<file path="src/rtl/fph_pkg.sv">
package fph_pkg;
  localparam int unsigned PHASES  = 5;
  localparam int unsigned STEPS   = 2 * PHASES;
  localparam int unsigned IDX_W   = $clog2(STEPS);
  localparam int unsigned WIND_ON = PHASES;
  localparam int unsigned GATE_ON = 3;

  typedef logic [IDX_W-1:0]  idx_t;
  typedef logic [PHASES-1:0] lane_t;

  typedef enum logic {
    MODE_WIND = 1'b0,
    MODE_GATE = 1'b1
  } mode_e;

  // True when index s lies in the circular window [start, start+len) mod STEPS.
  function automatic logic in_window(idx_t s, int unsigned start, int unsigned len);
    int d;
    d = int'(s) - int'(start % STEPS);
    if (d < 0) d = d + int'(STEPS);
    return (d < int'(len));
  endfunction
endpackage

</file>
<file path="src/rtl/fph_step_edge.sv">
module fph_step_edge (
  input  logic clk,
  input  logic rst_n,
  input  logic step_i,
  output logic adv_o
);
  logic step_q;
  logic step_d;

  always_comb begin
    step_d = step_i;
    adv_o  = step_i & ~step_q;
  end

  always_ff @(posedge clk or negedge rst_n) begin
    if (!rst_n) step_q <= 1'b0;
    else        step_q <= step_d;
  end

  // an advance pulse never lasts more than one cycle
  assert_single_advance_R2: assert property (@(posedge clk) disable iff (!rst_n)
    adv_o |=> !adv_o);
endmodule

</file>
<file path="src/rtl/fph_step_index.sv">
module fph_step_index
  import fph_pkg::*;
(
  input  logic clk,
  input  logic rst_n,
  input  logic adv_i,
  input  logic fwd_i,
  output idx_t idx_o
);
  localparam idx_t LAST = idx_t'(STEPS - 1);

  idx_t idx_q;
  idx_t idx_d;
  logic idx_en;

  always_comb begin
    idx_en = adv_i;
    idx_d  = idx_q;
    if (fwd_i) idx_d = (idx_q == LAST) ? '0 : idx_q + idx_t'(1);
    else       idx_d = (idx_q == '0) ? LAST : idx_q - idx_t'(1);
  end

  always_ff @(posedge clk or negedge rst_n) begin
    if (!rst_n)      idx_q <= '0;
    else if (idx_en) idx_q <= idx_d;
  end

  assign idx_o = idx_q;

  // the index stays inside the ten-step cycle
  assert_index_range_R3: assert property (@(posedge clk) disable iff (!rst_n)
    idx_q <= LAST);
  // with no advance pulse the index holds
  assert_index_hold_R2: assert property (@(posedge clk) disable iff (!rst_n)
    !adv_i |=> $stable(idx_q));
  // an advance pulse always moves the index
  assert_index_moves_R2: assert property (@(posedge clk) disable iff (!rst_n)
    adv_i |=> !$stable(idx_q));
endmodule

</file>
<file path="src/rtl/fph_phase_map.sv">
module fph_phase_map
  import fph_pkg::*;
(
  input  idx_t  idx_i,
  output lane_t wind_o
);
  for (genvar p = 0; p < int'(PHASES); p++) begin : g_phase
    localparam int unsigned START = 2 + 2 * p;
    assign wind_o[p] = in_window(idx_i, START, WIND_ON);
  end
endmodule

</file>
<file path="src/rtl/fph_gate_map.sv">
module fph_gate_map
  import fph_pkg::*;
(
  input  idx_t  idx_i,
  output lane_t hs_o,
  output lane_t ls_o
);
  for (genvar x = 0; x < int'(PHASES); x++) begin : g_leg
    localparam int unsigned HS_START = 2 * x + STEPS - 1;
    localparam int unsigned LS_START = 2 * x + PHASES - 1;
    assign hs_o[x] = in_window(idx_i, HS_START, GATE_ON);
    assign ls_o[x] = in_window(idx_i, LS_START, GATE_ON);
  end
endmodule

</file>
<file path="src/rtl/fph_gate_seq.sv">
module fph_gate_seq
  import fph_pkg::*;
(
  input  logic       clk,
  input  logic       rst_n,
  input  logic       step_in,
  input  logic       dir_fwd,
  input  logic       mode_gate,
  input  logic       drive_en,
  output logic [4:0] wind_o,
  output logic [4:0] hs_o,
  output logic [4:0] ls_o
);
  logic  adv;
  idx_t  idx;
  lane_t wind_map, hs_map, ls_map;
  lane_t wind_d, hs_d, ls_d;
  lane_t wind_q, hs_q, ls_q;
  mode_e mode;
  logic  out_en;
  logic [1:0] settle_q;

  fph_step_edge u_edge (
    .clk    (clk),
    .rst_n  (rst_n),
    .step_i (step_in),
    .adv_o  (adv)
  );

  fph_step_index u_index (
    .clk   (clk),
    .rst_n (rst_n),
    .adv_i (adv),
    .fwd_i (dir_fwd),
    .idx_o (idx)
  );

  fph_phase_map u_phase (
    .idx_i  (idx),
    .wind_o (wind_map)
  );

  fph_gate_map u_gate (
    .idx_i (idx),
    .hs_o  (hs_map),
    .ls_o  (ls_map)
  );

  always_comb begin
    mode   = mode_e'(mode_gate);
    out_en = 1'b1;
    wind_d = (mode == MODE_WIND) ? wind_map : '0;
    hs_d   = (mode == MODE_GATE && drive_en) ? hs_map : '0;
    ls_d   = (mode == MODE_GATE && drive_en) ? ls_map : '0;
  end

  always_ff @(posedge clk or negedge rst_n) begin
    if (!rst_n) begin
      wind_q   <= '0;
      hs_q     <= '0;
      ls_q     <= '0;
      settle_q <= '0;
    end else if (out_en) begin
      wind_q   <= wind_d;
      hs_q     <= hs_d;
      ls_q     <= ls_d;
      settle_q <= {settle_q[0], 1'b1};
    end
  end

  assign wind_o = wind_q;
  assign hs_o   = hs_q;
  assign ls_o   = ls_q;

  // with the mode steady, winding outputs change one bit at a time
  assert_one_winding_change_R5: assert property (@(posedge clk) disable iff (!rst_n)
    (settle_q[1] && !$past(mode_gate) && !$past(mode_gate, 2) && (wind_o != $past(wind_o)))
      |-> ($countones(wind_o ^ $past(wind_o)) == 1));
  // three switches conduct in enabled gate mode
  assert_three_switches_R7: assert property (@(posedge clk) disable iff (!rst_n)
    (settle_q[0] && $past(mode_gate) && $past(drive_en))
      |-> ($countones({hs_o, ls_o}) == 3));
  // no leg ever has both switches on
  assert_no_shoot_through_R6: assert property (@(posedge clk) disable iff (!rst_n)
    (hs_o & ls_o) == '0);
  // disabled drive leaves every switch off
  assert_drive_off_R8: assert property (@(posedge clk) disable iff (!rst_n)
    !$past(drive_en) |-> (hs_o == '0 && ls_o == '0));
  // only the selected output set is live
  assert_wind_mode_gates_off_R9: assert property (@(posedge clk) disable iff (!rst_n)
    !$past(mode_gate) |-> (hs_o == '0 && ls_o == '0));
  assert_gate_mode_wind_off_R9: assert property (@(posedge clk) disable iff (!rst_n)
    $past(mode_gate) |-> (wind_o == '0));
endmodule

</file>
<file path="config.mk">
export PLATFORM = sky130hd
export DESIGN_NAME = fph_gate_seq
export DESIGN_NICKNAME = d
export VERILOG_FILES = /design/src/rtl/fph_pkg.sv /design/src/rtl/fph_step_edge.sv /design/src/rtl/fph_step_index.sv /design/src/rtl/fph_phase_map.sv /design/src/rtl/fph_gate_map.sv /design/src/rtl/fph_gate_seq.sv
export SDC_FILE = /design/constraint.sdc
export NUM_CORES = 1
export LEC_CHECK = 0
export ABC_AREA = 1
export ABC_CLOCK_PERIOD_IN_PS = 2750
export BUFFER_PORTS_ARGS = -buffer_cell sky130_fd_sc_hd__buf_2
export CAP_MARGIN = 5
export CORE_MARGIN = 4
export CORE_UTILIZATION = 60
export DETAILED_ROUTE_END_ITERATION = 8
export PLACE_DENSITY = 0.89
export SLEW_MARGIN = 20
export SYNTH_ARGS = -nofsm -noshare
export SYNTH_HDL_FRONTEND = slang
export SYNTH_HIERARCHICAL = 1
export SYNTH_SLANG_ARGS = --single-unit
</file>
<file path="constraint.sdc">
create_clock -name clk -period 2.75 [get_ports clk]
set_input_delay 0.1375 -clock clk [delete_from_list [all_inputs] [get_ports clk]]
set_output_delay 0.1375 -clock clk [all_outputs]
set_load 0.01 [all_outputs]
</file>
# ---- Yosys cells after proc, flatten, opt, wreduce, memory -nomap -nowiden
# Cells that the tools add are included.
dict set report op_classes {
  addsub 21
  magnitude_cmp 25
  eq_ne 1
  n_mux 16
  bitwise 2
  n_reduce_logical 2
}
# op count
set op_table {}
lappend op_table {{< comparator 32 x 3 -> 1 bit, second input constant} 10}
lappend op_table {{2-to-1 mux 32 bit} 10}
lappend op_table {{adder 32 x 5 -> 32 bit, second input constant} 9}
lappend op_table {{< comparator 32 x 1 -> 1 bit, second input constant} 9}
lappend op_table {{< comparator 32 x 4 -> 1 bit, second input constant} 5}
lappend op_table {{subtractor 4 x 3 -> 5 bit, second input constant} 4}
lappend op_table {{2-to-1 mux 5 bit} 3}
lappend op_table {{2-to-1 mux 4 bit} 3}
lappend op_table {{subtractor 4 x 2 -> 5 bit, second input constant} 2}
lappend op_table {{subtractor 4 x 4 -> 5 bit, second input constant} 2}
lappend op_table {{adder 4 x 4 -> 5 bit, second input constant} 1}
lappend op_table {{subtractor 4 x 1 -> 5 bit, second input constant} 1}
lappend op_table {{adder 4 x 1 -> 4 bit, second input constant} 1}
lappend op_table {{equality test 4 bit, second input constant} 1}
lappend op_table {{logical NOT 4 bit} 1}
lappend op_table {{< comparator 4 x 1 -> 1 bit, second input constant} 1}
lappend op_table {{subtractor 4 x 1 -> 4 bit, second input constant} 1}
lappend op_table {{AND 1 bit} 1}
lappend op_table {{logical AND 1 bit} 1}
lappend op_table {{NOT 1 bit} 1}
dict set report word_totals {
  register_bits 20
  inputBits 6
  out_inout_bits 15
  elab_cells 72
}

# ---- Longest topological paths before layout
# Gate-level depths: netlist of run 1.
dict set report logic_depth {
  depth_word 5
  mapped_depth 15
  ltp_nobuf 14
}

# ---- Cells and area by module
# Netlist of run 1, hierarchy kept.
# mod n_inst cells_per_inst area_each_um2 seq_area_each_um2
set modules_own_cells {}
lappend modules_own_cells {fph_gate_map 1 171 934.6 0.0}
lappend modules_own_cells {fph_gate_seq 1 46 499.2 375.4}
lappend modules_own_cells {fph_phase_map 1 66 391.6 0.0}
lappend modules_own_cells {fph_step_index 1 51 309.0 100.1}
lappend modules_own_cells {fph_step_edge 1 3 35.0 25.0}

# ---- Least setup slack after synthesis of run 1
# No wires, ideal clock.
dict set report synth_timing {
  path_kind {flip-flop to flip-flop}
  start {register u_index.idx_q[1] (netlist: u_index/idx_o[1])}
  end {register hs_q[0] (netlist: hs_o[0])}
  setup_time_ns 0.071
  t_arrival_ns 2.198
  t_required_ns 2.679
  slack_ns 0.481
  path_stages_with_launch 13
  n_path_buf 1
  period_less_slack_ns 2.269
  cell_sequence {dfrtp_1 > buf_2 > inv_1 > ha_1 > inv_1 > ha_1 > inv_1 > nand4_1 > nand2_1 > a21oi_1 > nor2_1 > inv_1 > nor2_1}
}
dict set report synth_between {
  elab_chain_cells 5
  word_cells_on_any_way 6
  classes_between {2 x add/sub; 2 x order compare; 2 x mux}
}
# item line_no
set synth_lines {}
lappend synth_lines {{start, declared} fph_step_index.sv:12} ;# idx_t idx_q;
lappend synth_lines {{start signal, assigned} fph_step_index.sv:25} ;# else if (idx_en) idx_q <= idx_d;
lappend synth_lines {{subtractor 4 x 4 -> 5 bit (*)} fph_pkg.sv:19} ;# d = int'(s) - int'(start % STEPS);
lappend synth_lines {{adder 32 x 5 -> 32 bit or < comparator 32 x 1 -> 1 bit (tied branches)} fph_pkg.sv:20} ;# if (d < 0) d = d + int'(STEPS);
lappend synth_lines {{2-to-1 mux 32 bit (*)} fph_pkg.sv:20}
lappend synth_lines {{< comparator 32 x 3 -> 1 bit (*)} fph_pkg.sv:21} ;# return (d < int'(len));
lappend synth_lines {{via hs_map[0]} fph_gate_seq.sv:16} ;# lane_t wind_map, hs_map, ls_map;
lappend synth_lines {{2-to-1 mux 5 bit (*)} fph_gate_seq.sv:53} ;# hs_d = (mode == MODE_GATE && drive_en) ? hs_map : '0;
lappend synth_lines {{via hs_d[0]} fph_gate_seq.sv:17} ;# lane_t wind_d, hs_d, ls_d;
lappend synth_lines {{end signal, assigned} fph_gate_seq.sv:65} ;# hs_q <= hs_d;
lappend synth_lines {{end, declared} fph_gate_seq.sv:18} ;# lane_t wind_q, hs_q, ls_q;
# The timed path passes the listed nets; every way through them passes the cells marked *.
# A chain may end at the register's enable or synchronous reset.

# ---- Worst setup path after layout of run 1
dict set report layout_timing {
  start {register u_index.idx_q[2] (netlist: u_index/idx_o[2])}
  end {register ls_q[4] (netlist: ls_o[4])}
}
dict set report layout_between {
  elab_chain_cells 5
  word_cells_on_any_way 6
  classes_between {2 x add/sub; 2 x order compare; 2 x mux}
}
# item line_no
set layout_lines {}
lappend layout_lines {{subtractor 4 x 2 -> 5 bit (*)} fph_pkg.sv:19}
lappend layout_lines {{adder 32 x 5 -> 32 bit or < comparator 32 x 1 -> 1 bit (tied branches)} fph_pkg.sv:20}
lappend layout_lines {{2-to-1 mux 32 bit (*)} fph_pkg.sv:20}
lappend layout_lines {{< comparator 32 x 3 -> 1 bit (*)} fph_pkg.sv:21}
lappend layout_lines {{via ls_map[4]} fph_gate_seq.sv:16}
lappend layout_lines {{2-to-1 mux 5 bit (*)} fph_gate_seq.sv:54} ;# ls_d = (mode == MODE_GATE && drive_en) ? ls_map : '0;
lappend layout_lines {{via ls_d[4]} fph_gate_seq.sv:17}
lappend layout_lines {{end signal, assigned} fph_gate_seq.sv:66} ;# ls_q <= ls_d;
lappend layout_lines {{end, declared} fph_gate_seq.sv:18}
# Marks and branches as above.

==> results of run 1 <==
-- layout make-up --
class	instances	area [µm²]
clock buffers	3	22.52
clock inverters	1	30.03
fillers	305	1018
inverters	56	210.2
multi-input cells	256	1419
flip-flops and latches	20	500.5
well taps	46	57.56
repair buffers	27	157.7
-- what timing repair did --
item | CTS | global route
hold buffers | 2 | 0
gates resized for setup | 0 | 0
hold endpoints to repair | 21 | 0
-- metal layers --
layer	track usage, %	part of all wire (%)	up-vias
met2	40.79	48	97
li1	-	-	1100
met4	4.963	1.3	0
met3	3.777	8.5	4
met1	30.00	42	968
met5	0	0	-
-- synth_stat cells (all sizes together) --
cell type | instances | area [µm²]
xor2 | 2 | 17.52
o22ai | 1 | 6.260
ha | 32 | 400.4
o21ai | 13 | 65.06
clkinv | 2 | 7.510
a21oi | 17 | 88.84
or3 | 1 | 6.260
inv | 54 | 202.7
xnor2 | 1 | 8.760
nand3 | 32 | 160.2
a31o | 1 | 8.760
a211oi | 1 | 7.510
buf | 4 | 35.03
dfrtp | 20 | 500.5
or2 | 3 | 18.77
o211ai | 1 | 7.510
nand4 | 4 | 25.02
nor2 | 38 | 150.2
clkbuf | 1 | 5.000
a21boi | 1 | 7.510
nand2 | 108 | 440.4
-- state kept, by name, indices dropped and copies added (netlist names) --
name and cells:
hs_o 5, ls_o 5, u_edge/step_q 1, u_index/idx_o 4, wind_o 5
-- cells by family (layout without fill, tap and decap cells) --
family          after synthesis  after routing  synth area share [%]
compound gates               35             35                 8.824
xor+xnor                      3              3                 1.211
fa+ha+maj                    32             32                 18.45
buf+inv                      61             87                 11.53
flops                        20             20                 23.07
simple gates                186            186                 36.91
-- through the flow --
| step | area [µm²] | instances | worst slack, ps | util [%] |
|---|---|---|---|---|
| final | 2397 | 409 | 590.8 | 70.18 |
| after global routing | 2397 | 409 | 394.6 | 70.18 |
| after CTS | 2397 | 409 | 650.9 | 70.18 |
| after detailed placement | 2325 | 403 | 675.9 | 68.06 |
| after global placement | 2325 | 403 | 752.0 | 68.06 |
| after floorplan | 2170 | 337 | 480.7 | - |
-- cell usage in the layout, fill, tap and decap left out, drive strengths merged --
cell,synthesis,final
nand2,108,108
inv,54,54
nor2,38,38
nand3,32,32
ha,32,32
buf,4,25
dfrtp,20,20
a21oi,17,17
o21ai,13,13
nand4,4,4
clkbuf,1,3
or2,3,3
dlygate4sd3,0,2
clkinv,2,2
xor2,2,2
bufinv,0,1
o22ai,1,1
o211ai,1,1
xnor2,1,1
or3,1,1
a21boi,1,1
a211oi,1,1
a31o,1,1
-- critical path, delay by kind of cell (launching register included) --
kind                     cells  cell delay, ps
AO/OA/AOI/OAI                2             170
adder cells (fa/ha/maj)      2             490
buffers and inverters        3             480
flip-flops                   1             560
AND/OR/NAND/NOR              4             410
-- worst paths after layout --
| kind | to | cells past startpoint | start |
|---|---|---|---|
| worst max register to register | ls_o[4] | 11 | u_index/idx_o[2] |
| max in group asynchronous | ls_o[1] | 2 | rst_n |
| worst min register to register | u_index/idx_o[3] | 3 | u_edge/step_q |
| min in group asynchronous | hs_o[3] | 2 | rst_n |
| worst max-delay path | ls_o[4] | 11 | u_index/idx_o[2] |
| worst min-delay path | wind_o[3] | 2 | mode_gate |
==> out/qor.yml, run 1 <==
cp.arrival_ps: 2400
critPathSlowestCell: "dfrtp_1"
max_stage_delay_ps: 560
ys_seq_area_share_pct: 23.07
cts_root_buffer: "clkbuf_4"
drv_cap: 0
first_pass_iters: 7
critPathCaptureType: "register"
avgSynthCellArea_um2: 6.438
tns_ps: 0
place.port_buffers: 20
period_share_pct: 78.52
globalplace.congestion: 0.8627
ys_ff_latch: 20
finalMaxSlewViolations: 0
rows: 21
hold_viol: 0
nNetsFinal: 402
diodes: 0
slew-limit-headroom_pct: 69.29
synthDistinctLibCells: 30
fin_skew_ps: 6.694
hold_slack_ps: 88.63
grt-ovfl-total: 0
hold_path_class: "in2reg"
area_growth_pct: 10.50
worst_pin_slew_ps: 460.6
start_util_pct: 63.52
dieArea_um2: 4642
htreeDepth: 1
cts.sinks: 20
ys_warn_count: 6
postCtsSetupRepairBufs: 0
post_drt_via_cell_ratio: 5.303
die_w_um: 68.13
path_cells: "inv_2, ha_1, inv_1, ha_1, nand2_1, o21ai_0, nand2_1, o211ai_1, nor2_1, inv_1, nor2_1"
cp_max_fo: 11
cts_made_buffers: 3
clock.fmax_mhz: 463.1
clock_latency_ps: 310
critPathKind: "reg2reg"
required_ps: 3000
grt_max_degree: 28
antenna_found_initial: 0
die_y_um: 68.13
clockBufferDepth: 2
drive_gt1_share_pct: 13.50
synth_cells: 337
syn_nets: 375
syn_area_um2: 2170
status: "finished clean"
r2r_slack_ps: 590
setup_viol: 0
routed_wl_um: 4947
period_needed_ps: 2159
hpwl_um: 3628
rsz0062_at_grt: "no"
grt_pass1_vias: 1973
vias: 2169
grt_pass1_wl_um: 8397
track_usage_pct: 23.31
drc: 0
cts_tree: "built"
ioPinCount: 21
wl_per_cell_um: 12.10
startpoint_type: "register"
core_um2: 3416
antenna_left: 0
path_clk_slew_ps: 120
drt_iter0_markers: 161
Power of run 1 is not shown: default switching activity piles up to over one toggle a cycle in this logic, so the estimate is an artifact.
==> run 2, diff against run 1 <==
Settings changed: ABC_AREA 1 to 0, ABC_CLOCK_PERIOD_IN_PS 2750 to 2000, CORE_UTILIZATION 60 to 59, PLACE_DENSITY 0.89 to 0.88.
Clock period 2.75 ns to 2 ns, I/O delays scaled along.
==> run 2 against run 1 <==
Effect of this change:
- the flow now finishes with violations (negative setup slack)
- first-iteration DRC count is 15% higher
- core utilization is 15 points higher
- clock skew is 4.3 ps lower
- non-clock buffer count is 42 higher
- clock-buffer cell count stayed put
- cell area is 12% higher
==> out/qor.yml, run 2 <==
min_path_cells: 2  # unchanged
r2r_slack_ps: -160  # -750 ps
setup_viol: 5  # +5
synth_top_area_share_pct: 24.92  # +1.9 points
vias: 2030  # -6.4%
hold_viol: 0  # unchanged
multi_input_area_um2: 1491  # +5.1%
grt_pass1_vias: 1811  # -8.2%
place.port_buffers: 20  # unchanged
ys_top_cells_by_area: "dfrtp_1 25%, ha_1 20%, a21oi_1 5.0%"
core_um2: 3153  # -7.7%
slew-limit-headroom_pct: 69.16  # -0.13 points
drive_gt1_share_pct: 36.39  # +23 points
cts_tree: "built"
layout.cells.most_common: "buf_4"
final_cell_mix: "42 x buf_4, 27 x ha_1, 20 x buf_2"
dieArea_um2: 4401  # -5.2%
first_pass_iters: 5  # -2
die_w_um: 66.34  # -2.6%
regArea_um2: 504.2  # +0.75%
grt_max_degree: 30  # +7.1%
ys_ff_latch: 20  # unchanged
syn_area_um2: 2008  # -7.4%
area_growth_pct: 33.89
dp_slack_ps: -108.6  # -784.5 ps
rsz0062_at_grt: "yes"
track_usage_pct: 24.90  # +1.6 points
clockBufferDepth: 2  # unchanged
grt_pass1_wl_um: 8528  # +1.6%
cp_max_fo: 3  # -8
globalplace.congestion: 0.9361  # +8.5%
cp.arrival_ps: 2430  # +30 ps
synth-edff-count: 0  # unchanged
grt-ovfl-total: 0  # unchanged
drc: 0  # unchanged
clock_latency_ps: 320  # about the same
period_share_pct: 108.0  # +29 points
avgSynthCellArea_um2: 8.619  # +34%
setup_ws_ps: -159.1  # -749.8 ps
critPathKind: "reg2reg"
synth_cells: 233  # -31%
htreeDepth: 1  # unchanged
yosysMostFrequentCell: "ha_1"
antenna_found_initial: 0  # unchanged
violations: "negative setup slack"
yosys.area.top_type: "dfrtp_1"
start_util_pct: 63.69  # +0.17 points
p_leak_nw: 1.354
synthFlopType: "dfrtp_1"
required_ps: 2270  # -730 ps
fillers: 193  # -37%
finalMaxSlewViolations: 0  # unchanged
critPathCaptureType: "register"
syn_nets: 271  # -28%
period_needed_ps: 2159  # -0.1570 ps
fin_skew_ps: 2.387  # -4.307 ps
clock.fmax_mhz: 463.2  # about the same
post_drt_via_cell_ratio: 6.006  # +13%
die_y_um: 66.34  # -2.6%
cts_root_buffer: "clkbuf_4"
synthDistinctLibCells: 51  # +70%
finalPower_mw: 5.397
ys_warn_count: 6  # unchanged
ir_drop_mv: 1.364
cts_made_buffers: 3  # unchanged
drt_iter0_markers: 185  # +15%
reg2regPathDepth: 10  # -1
cts.sinks: 20  # unchanged
drv_cap: 0  # unchanged
path_clk_slew_ps: 130  # about the same
worst_pin_slew_ps: 462.5  # +1.964 ps
ys_top_cells_by_count: "32 x ha_1, 20 x a21oi_1, 20 x dfrtp_1"
p_per_area_nw_per_um2: 2007
wl_per_cell_um: 16.71  # +38%
hpwl_um: 3650  # +0.58%
async_reset_ff_share_pct: 100.0  # unchanged
ioPinCount: 21  # unchanged
routed_wl_um: 5648  # +14%
antenna_left: 0  # unchanged
diodes: 0  # unchanged
startpoint_type: "register"
ys_seq_area_share_pct: 24.92  # +1.9 points
hold_path_class: "in2reg"
status: "complete, but fails checks"
rows: 20  # -4.8%
nNetsFinal: 333  # -17%
run 2: worst paths after layout:
kind,start,end
worst max-delay path,u_index/idx_o[1],hs_o[4]
worst min-delay path,drive_en,hs_o[2]
worst max register to register,u_index/idx_o[1],hs_o[4]
worst min register to register,u_edge/step_q,u_index/idx_o[2]
max in group asynchronous,rst_n,u_index/idx_o[1]
min in group asynchronous,rst_n,hs_o[2]
run 2: worst max-delay path: stages (launching register included):
cell     delay [ps]
dfrtp_2         460
buf_4           150
ha_4            160
xnor2_2         160
inv_1            80
ha_1            290
a211o_1         250
a21oi_2         160
o22ai_1         100
a21oi_1         130
and3_1          160
run 2: final cells by class:
cell class | instances | area share (%)
Clock inverter | 1 | 1.117
Clock buffer | 3 | 0.8376
Inverter | 18 | 2.839
Multi-Input combinational cell | 183 | 55.47
Sequential cell | 20 | 18.75
Tap cell | 44 | 2.047
Timing Repair Buffer | 69 | 18.94
run 2: per-layer routing:
layer / GRT usage, % / vias up / part of all wire (%)
met5: 0 / - / 0
met4: 7.360 / 0 / 2.2
met3: 2.891 / 18 / 7.5
met2: 44.36 / 115 / 49
met1: 31.08 / 942 / 41
li1: - / 955 / -
run 2: cells by family (layout without fill, tap and decap cells):
group / count (synthesis) / in the layout / synth area share (%)
AOI/OAI and AO/OA: 72 / 72 / 23.49
xor gates and xnor gates: 10 / 10 / 4.736
adders and majority gates: 32 / 32 / 19.94
buffers and inverters: 30 / 91 / 7.289
DFF: 20 / 20 / 24.92
muxes: 1 / 1 / 0.4985
and+or+nand+nor: 68 / 68 / 19.13
run 2: stage by stage:
| stage | cell area (µm²) | std cells | TNS (ps) | util [%] | hold slack, ps |
|---|---|---|---|---|---|
| floorplan | 2081 | 233 | -1510 | - | -195.6 |
| global placement | 2440 | 322 | -125.4 | 77.38 | 66.92 |
| detailed placement | 2440 | 322 | -414.9 | 77.38 | 79.32 |
| CTS | 2570 | 332 | -249.1 | 81.51 | 110.6 |
| global route | 2689 | 338 | -1175 | 85.28 | 124.1 |
| finish | 2689 | 338 | -456.8 | 85.28 | 121.9 |
run 2: timing repair:
| item | in CTS | in global routing |
|---|---|---|
| setup buffers | 4 | 6 |
| pin swaps | 6 | 10 |
| hold buffers | 2 | 0 |
| gates resized for setup | 6 | 18 |
| setup endpoints to repair | 8 | 9 |
| endpoints found under the hold margin | 21 | 0 |
run 2: where the power goes:
part           leakage [nW]  internal [mW]  switching, mW
clock network        0.0279          0.203          0.153
logic                  1.07           2.14           2.28
registers             0.258          0.537         0.0814
Note: power is estimated with default switching activity, not from simulation.
